==> src/rtl/aks_pkg.sv <==
package aks_pkg;

    typedef enum logic [1:0] {
        GRP_HOLD     = 2'd0,
        GRP_LOAD     = 2'd1,
        GRP_SHIFT_IN = 2'd2,
        GRP_ROTATE   = 2'd3
    } grp_act_t;

    // Priority: whole-group load, then bus write, then bus read
    function automatic grp_act_t pick_act(input logic load, input logic wr, input logic rd);
        if (load)    return GRP_LOAD;
        else if (wr) return GRP_SHIFT_IN;
        else if (rd) return GRP_ROTATE;
        else         return GRP_HOLD;
    endfunction

endpackage

==> src/rtl/aks_bus_decode.sv <==
module aks_bus_decode (
    input  logic bus_sel,
    input  logic bus_wr,
    input  logic bus_rd,
    input  logic grp_bit,
    output logic wr_lo,
    output logic rd_lo,
    output logic wr_hi,
    output logic rd_hi
);
    logic wr_any;
    logic rd_any;

    always_comb begin
        wr_any = bus_sel && bus_wr;
        rd_any = bus_sel && bus_rd && !bus_wr;
        wr_lo  = wr_any && !grp_bit;
        rd_lo  = rd_any && !grp_bit;
        wr_hi  = wr_any &&  grp_bit;
        rd_hi  = rd_any &&  grp_bit;
    end
endmodule

==> src/rtl/aks_word_group.sv <==
module aks_word_group
    import aks_pkg::*;
#(
    parameter int WORDS  = 4,
    parameter int WORD_W = 32
) (
    input  logic                      clk,
    input  logic                      rst_n,
    input  grp_act_t                  act,
    input  logic [WORD_W-1:0]         wdata,
    input  logic [WORDS*WORD_W-1:0]   load_data,
    output logic [WORDS*WORD_W-1:0]   words_o,
    output logic [WORD_W-1:0]         lsw_o
);
    logic [WORDS-1:0][WORD_W-1:0] q;
    logic [WORDS-1:0][WORD_W-1:0] nxt;

    always_comb begin
        nxt = q;
        unique case (act)
            GRP_HOLD: ;
            GRP_LOAD: nxt = load_data;
            GRP_SHIFT_IN: begin
                for (int i = 0; i < WORDS-1; i++) nxt[i] = q[i+1];
                nxt[WORDS-1] = wdata;
            end
            GRP_ROTATE: begin
                for (int i = 0; i < WORDS-1; i++) nxt[i] = q[i+1];
                nxt[WORDS-1] = q[0];
            end
        endcase
    end

    always_ff @(posedge clk or negedge rst_n) begin
        if (!rst_n) q <= '0;
        else        q <= nxt;
    end

    assign words_o = q;
    assign lsw_o   = q[0];

    // a write shifts toward word 0 and enters at the top
    p_shift_in_r2: assert property (@(posedge clk) disable iff (!rst_n)
        (act == GRP_SHIFT_IN) |=> (q[WORDS-1] == $past(wdata)) && (q[0] == $past(q[1])));

    // a read rotates the old bottom word to the top
    p_rotate_r5: assert property (@(posedge clk) disable iff (!rst_n)
        (act == GRP_ROTATE) |=> (q[WORDS-1] == $past(q[0])) && (q[0] == $past(q[1])));

    // a hold cycle keeps the group
    p_hold_r11: assert property (@(posedge clk) disable iff (!rst_n)
        (act == GRP_HOLD) |=> $stable(q));
endmodule

==> src/rtl/aliased_key_store.sv <==
module aliased_key_store
    import aks_pkg::*;
#(
    parameter int WORD_W    = 32,
    parameter int GRP_WORDS = 4,
    parameter int ADDR_W    = 5
) (
    input  logic                          clk,
    input  logic                          rst_n,
    input  logic                          bus_sel,
    input  logic                          bus_wr,
    input  logic                          bus_rd,
    input  logic [ADDR_W-1:0]             bus_addr,
    input  logic [WORD_W-1:0]             bus_wdata,
    output logic [WORD_W-1:0]             bus_rdata,
    input  logic                          mode_256,
    input  logic                          buf_en,
    input  logic                          op_start,
    input  logic                          eng_we,
    input  logic [2*GRP_WORDS*WORD_W-1:0] eng_key,
    output logic [2*GRP_WORDS*WORD_W-1:0] key_o
);
    localparam int HALF_W  = GRP_WORDS * WORD_W;
    localparam int KEY_W   = 2 * HALF_W;
    localparam int GRP_BIT = $clog2(GRP_WORDS * WORD_W / 8);

    logic              wr_lo, rd_lo, wr_hi, rd_hi;
    logic              reload_now;
    logic              lo_load, hi_load;
    logic [HALF_W-1:0] lo_words, hi_words;
    logic [HALF_W-1:0] lo_load_data;
    logic [WORD_W-1:0] lo_lsw, hi_lsw;
    grp_act_t          lo_act, hi_act;
    logic              unused_addr_bits;

    assign unused_addr_bits = ^bus_addr;

    aks_bus_decode u_decode (
        .bus_sel (bus_sel),
        .bus_wr  (bus_wr),
        .bus_rd  (bus_rd),
        .grp_bit (bus_addr[GRP_BIT]),
        .wr_lo   (wr_lo),
        .rd_lo   (rd_lo),
        .wr_hi   (wr_hi),
        .rd_hi   (rd_hi)
    );

    always_comb begin
        reload_now   = op_start && buf_en && !mode_256;
        lo_load      = eng_we || reload_now;
        hi_load      = eng_we && mode_256;
        lo_load_data = eng_we ? eng_key[HALF_W-1:0] : hi_words;
        lo_act       = pick_act(lo_load, wr_lo, rd_lo);
        hi_act       = pick_act(hi_load, wr_hi, rd_hi);
    end

    aks_word_group #(.WORDS(GRP_WORDS), .WORD_W(WORD_W)) u_lo (
        .clk       (clk),
        .rst_n     (rst_n),
        .act       (lo_act),
        .wdata     (bus_wdata),
        .load_data (lo_load_data),
        .words_o   (lo_words),
        .lsw_o     (lo_lsw)
    );

    aks_word_group #(.WORDS(GRP_WORDS), .WORD_W(WORD_W)) u_hi (
        .clk       (clk),
        .rst_n     (rst_n),
        .act       (hi_act),
        .wdata     (bus_wdata),
        .load_data (eng_key[KEY_W-1:HALF_W]),
        .words_o   (hi_words),
        .lsw_o     (hi_lsw)
    );

    // Reload bypass lets the engine see the buffered key in the start cycle
    assign key_o     = {hi_words, (reload_now ? hi_words : lo_words)};
    assign bus_rdata = bus_addr[GRP_BIT] ? hi_lsw : lo_lsw;

    // a buffered start copies the high words into the low words
    p_reload_copy_r7: assert property (@(posedge clk) disable iff (!rst_n)
        (op_start && buf_en && !mode_256 && !eng_we) |=> (lo_words == $past(hi_words)));

    // in 256-bit mode a start changes nothing
    p_wide_start_r8: assert property (@(posedge clk) disable iff (!rst_n)
        (op_start && mode_256 && !eng_we && !bus_sel) |=> ($stable(lo_words) && $stable(hi_words)));

    // engine write-back reaches the low words
    p_engine_lo_r10: assert property (@(posedge clk) disable iff (!rst_n)
        eng_we |=> (lo_words == $past(eng_key[HALF_W-1:0])));

    // a low-group access leaves the high group alone
    p_hi_isolated_r12: assert property (@(posedge clk) disable iff (!rst_n)
        (bus_sel && !bus_addr[GRP_BIT] && !(eng_we && mode_256)) |=> $stable(hi_words));
endmodule

==> config.mk <==
export PLATFORM = sky130hd
export DESIGN_NAME = aliased_key_store
export DESIGN_NICKNAME = d
export VERILOG_FILES = /design/src/rtl/aks_pkg.sv /design/src/rtl/aks_bus_decode.sv /design/src/rtl/aks_word_group.sv /design/src/rtl/aliased_key_store.sv
export SDC_FILE = /design/constraint.sdc
export NUM_CORES = 1
export LEC_CHECK = 0
export BUFFER_PORTS_ARGS = -buffer_cell sky130_fd_sc_hd__buf_2
export CAP_MARGIN = 20
export CORE_AREA = 2 2 230 232
export CTS_CLUSTER_SIZE = 28
export DETAILED_ROUTE_END_ITERATION = 12
export DIE_AREA = 0 0 232 234
export SYNTH_ARGS = -nofsm -noshare
export SYNTH_HDL_FRONTEND = slang
export SYNTH_HIERARCHICAL = 1
export SYNTH_SLANG_ARGS = --single-unit
==> constraint.sdc <==
create_clock -name clk -period 3.1 [get_ports clk]
set_input_delay 0 -clock clk [delete_from_list [all_inputs] [get_ports clk]]
set_output_delay 0 -clock clk [all_outputs]
set_load 0.005 [all_outputs]
### After elaboration in Yosys (flattened, before gate mapping)

Cells that the tools add are included.

* multipliers: 0
* shifts and indexed selects: 0
* eq/ne operators: 6
* muxes and demuxes: 11
* magnitude comparators: 0
* div/mod/pow operators: 0
* reductions and logical operators: 16
* bitwise logic cells: 0
* $add $sub $neg: 0

Operator list (count)
* 128-bit one-hot mux with 3 select lines: 2
* 128-bit 2-to-1 mux: 2
* 32-bit 2-to-1 mux: 1
* 2-bit 2-to-1 mux: 6
* 1-bit logical AND: 10
* 2-bit == test (second input constant): 4
* 3-bit nonzero test: 2
* 2-bit by 1-bit == test with 1-bit output (second input constant): 2
* 1-bit zero test: 3
* 1-bit logical OR: 1

* memory bits (writable): 0
* latch bits: 0
* input port bits: 302
* logic and storage cells: 41
* ROM bits: 0
* memories: 0
* register bits after elaboration: 256
* output and inout port bits: 288

### Longest topological paths before layout

* word-level depth: 8
* depth in mapped cells: 9
* gate-level depth less buffers: 5

### Hierarchy

Netlist, hierarchy kept.

Modules (own cells, without submodules)
* aks_word_group: cells an instance 519, area an instance 6331.1 um^2, times used 2, seq. area each 3203.1 um^2
* aliased_key_store: cells an instance 329, area an instance 3926.3 um^2, times used 1, seq. area each 0.0 um^2
* aks_bus_decode: cells an instance 4, area an instance 41.3 um^2, times used 1, seq. area each 0.0 um^2

### Worst setup path before layout

Ideal clock, no wire load.

* kind: input-to-reg
* start: in eng_we
* end: reg u_hi.q (netlist bit u_hi/words_o[114])
* setup time: 0.138 ns
* stages: 7
* path slack: 1.534 ns
* buffers on the path: 4
* arrival time: 1.428 ns
* data required time: 2.962 ns
* cell sequence: buf_2 buf_2 nand2_1 o21ai_0 buf_6 buf_12 mux4_2

* longest elaborated chain between the ends: 4
* elaborated cells between the ends (all ways): 7
* those cells by class: 3 x eq/ne; 2 x mux; 2 x reduce/logical

Ends and longest elaborated chain
* start, declared: line aliased_key_store.sv:19 `input logic eng_we,`
* 1-bit logical AND *: line aliased_key_store.sv:52 `hi_load = eng_we && mode_256;`
* 2-bit 2-to-1 mux *: line aks_pkg.sv:12 `if (load) return GRP_LOAD;`
* via hi_act[0]: line aliased_key_store.sv:33 `grp_act_t lo_act, hi_act;`
* 2-bit == test / 2-bit by 1-bit == test with 1-bit output (equally long branches): line aks_word_group.sv:20 `unique case (act)`
* 128-bit one-hot mux with 3 select lines / 3-bit nonzero test (equally long branches)
* end signal, assigned: line aks_word_group.sv:36 `else q <= nxt;`
* end, declared: line aks_word_group.sv:15 `logic [WORDS-1:0][WORD_W-1:0] q;`

Mark *: on every way through the listed nets, which the timed path passes. The rest lies on a longest branch.
A chain may end at the register's enable or synchronous reset.

### Final worst setup path

* start: in bus_wr
* end: reg u_hi.q (netlist bit u_hi/words_o[109])

* longest elaborated chain between the ends: 8
* elaborated cells between the ends (all ways): 13
* those cells by class: 3 x eq/ne; 4 x mux; 6 x reduce/logical

Ends and longest elaborated chain
* start, declared: line aliased_key_store.sv:11 `input logic bus_wr,`
* 1-bit zero test *: line aks_bus_decode.sv:16 `rd_any = bus_sel && bus_rd && !bus_wr;`
* 1-bit logical AND *: line aks_bus_decode.sv:16
* 1-bit logical AND *: line aks_bus_decode.sv:20 `rd_hi = rd_any && grp_bit;`
* via rd_hi: line aliased_key_store.sv:27 `logic wr_lo, rd_lo, wr_hi, rd_hi;`
* 2-bit 2-to-1 mux *: line aks_pkg.sv:14 `else if (rd) return GRP_ROTATE;`
* 2-bit 2-to-1 mux *: line aks_pkg.sv:13 `else if (wr) return GRP_SHIFT_IN;`
* 2-bit 2-to-1 mux *: line aks_pkg.sv:12
* via hi_act[0]: line aliased_key_store.sv:33
* 2-bit == test / 2-bit by 1-bit == test with 1-bit output (equally long branches): line aks_word_group.sv:20
* 128-bit one-hot mux with 3 select lines / 3-bit nonzero test (equally long branches)

Marks and branches as above.

==> run summary <==
Setup TNS: 0 ps
R2r worst-path depth: 3
Pwr Total: 13.2 mW
Antenna diode count: 0
Area growth syn-to-layout: 42.1%
Int Power: 9.02 mW
Commonest non-fill, non-tap cells in the layout: 583 x buf_2, 317 x dlygate4sd3_1, 256 x dfrtp_1
CTS Buffer Depth: 3
Setup violations, final: 0
Drt wl/cell: 19.6 µm
Post-CTS sizing: 0
Die Height: 234 µm
Clock latency on the worst-skew pair: 570 ps
Overflow after GRT: 0
Slew HR: 45.0%
Compound-Gate Fraction of Synth Area: 5.91%
Root Buffer: clkbuf_16
Largest net degree at the start of global routing: 97
Most common cell after layout, fill and taps aside: buf_2
Total number of vias: 14300
Final Hold Fails: 0
Sequential share of the synthesized area: 38.5%
Synthesized cell area: 16600 µm²
Die X: 232 µm
Initial antenna violation count: 0
Max Clock Freq: 0.515 GHz
Hpwl dp: 37300 µm
Top Metal Used: met4
R2R setup slack: 1180 ps
Worst VDD drop: 0.000367 V
Post-DP Area: 19400 µm²
FF-to-FF Start: u_hi/words_o[96]$_DFFE_PN0P_
Fin area: 23600 µm²
Post-Route WL: 56200 µm
Critical Path AT: 2380 ps
Met3 wire len: 3400 µm
Ys Warns: 6
Cells after Synth: 1371
Unrepaired setup endpoints after global routing: false
WL met2: 28000 µm
Clock skew: 8.45 ps
Die area: 54300 µm²
FP Rows: 84
Number of DRC markers in iteration 0: 805
Post-CTS setup repair buffer count: 0
Post-Synth XOR/XNOR Area: 0%
Core Region: 52000 µm²
Simple-Gate Fraction of Synth Area: 4.79%
Yosys reg bits: 256
Critical Path Sink Type: register
PortBufs: 585
Synth unique cells: 26
Sw frac: 31.7%
Placed Instances: 2499
Fillers: 4686
GRT Total Usage: 19.6%
Hold Buf Count CTS: 317
PD cells: 559 nW/µm²
Final Cycle Share: 62.6%
Htree depth: 1
Layout cells sized above 1: 46.8%
Num CTS Buffers: 31
Leakage: 11.1 nW
Outcome: finished clean
GPL Wtd Cong: 0.866
NumNets Final: 2463
Worst EP required: 3540 ps
Max_cap viols: 0
DRT antenna net count: 0
Mapped Nets: 1673
Post-Synth Adder-Cell Area: 0%
Tmin final: 1940 ps
Non-filler cells, final: 2872
Crit-path max FO: 63
Combinational share of power: 33.5%
Critical path type: input pin to register
Slew at the pin closest to its max-slew limit: 825 ps
Vias in the first global route: 15000
Initial Util: 32.0%
DRC viols: 0
Vias per inst: 4.97
Switching power: 4.18 mW
Clk pin slew, worst setup/hold paths: 60 ps
Avg Inst Size Synth: 12.1 µm²
Clk sink count: 256
Clock network power share: 28.0%
Seq pwr share: 38.5%
Global-route wire length before repair: 84600 µm
Drt pass-1 iters: 5
Main combinational cell family by area after synthesis: multiplexers
Multiplexer area fraction after synthesis: 42.0%
Tightest Hold Check Type: input pin to asynchronous set/reset pin
Reg-to-reg endpoint: u_lo/words_o[96]$_DFFE_PN0P_
CTS tree: yes
Final Max Slew Viols: 0
Worst setup SP type: input pin
WL met1: 22700 µm
I/O pin count: 590
==> per-stage QoR <==
stage	util [%]	setup slack (ps)	hold WS, ps
floorplan	-	1530	-296
global placement	37.3	1200	110
detailed placement	37.3	1160	111
CTS	45.4	1170	63.5
global route	45.4	1110	102
finish	45.4	1160	37.5
==> layer usage <==
layer  up-vias  track usage (%)
met2       605             34.2
met4         0             8.49
li1       6484                -
met1      7037             24.0
met3       147             3.14
met5         -                0
==> layout make-up <==
| cell class | count | area, µm² | share of cell area [%] |
|---|---|---|---|
| Timing Repair Buffer | 931 | 6520 | 27.6 |
| Inverter | 2 | 7.51 | 0.0318 |
| Clock inverter | 14 | 149 | 0.630 |
| Multi-Input combinational cell | 939 | 8800 | 37.2 |
| Sequential cell | 256 | 6410 | 27.1 |
| Tap cell | 688 | 861 | 3.64 |
| Clock buffer | 42 | 887 | 3.75 |
==> flip-flops by register name (all words and copies together) (netlist names) <==
name          count
u_hi/words_o     96
u_lo/words_o     96
u_hi/lsw_o       32
u_lo/lsw_o       32
==> power groups by stage <==
stage	registers (mW)	clock network [mW]	logic, mW
2_1_floorplan	4.76	0	2.63
3_3_place_gp	5.08	0	3.81
3_5_place_dp	5.11	0	3.85
4_1_cts	5.07	3.77	4.38
5_1_grt	5.20	3.91	4.77
6_report	5.08	3.69	4.43
==> worst max path at each step <==
stage / from / end / cells past startpoint
final: bus_wr / u_hi/words_o[109]$_DFFE_PN0P_ / 7
after CTS: u_hi/words_o[96]$_DFFE_PN0P_ / u_lo/words_o[96]$_DFFE_PN0P_ / 3
after detailed placement: bus_wr / u_hi/words_o[96]$_DFFE_PN0P_ / 6
after global placement: mode_256 / u_lo/words_o[109]$_DFFE_PN0P_ / 5
after global routing: bus_wr / u_hi/words_o[115]$_DFFE_PN0P_ / 7
after floorplan: eng_we / u_hi/words_o[114]$_DFFE_PN0P_ / 7
==> synth_stat cells <==
cell type  number  area, µm²
dfrtp_1       256       6410
buf_12         20        400
clkbuf_1       37        139
nand3b_4        1       20.0
and3_2          1       7.51
mux2_2        188       2120
o21ai_1       190        951
and3b_2         1       10.0
mux4_2         62       1400
mux2_4         98       1470
o211a_1         1       10.0
buf_4          83        623
buf_2          17       85.1
mux2_1          2       22.5
o21ai_0         3       15.0
inv_1           2       7.51
and4bb_2        1       12.5
and4b_2         1       11.3
mux2i_1       192       1920
nand2_1       193        724
mux4_1          2       52.6
buf_6          13        146
buf_8           4       60.1
nand2b_1        1       6.26
o21a_1          1       7.51
nand3_1         1       5.00
==> cell families after synthesis <==
kind of cell / count (synthesis)
compound gates: 195
buf+inv: 176
simple gates: 200
mux: 544
flops: 256
==> critical path, stage by stage <==
cell and delay [ps]:
buf_2 120, and4b_2 300, inv_1 70, o21ai_4 190, buf_12 380, mux4_2 590, dlygate4sd3_1 580
(Power assumes the default switching activity.)
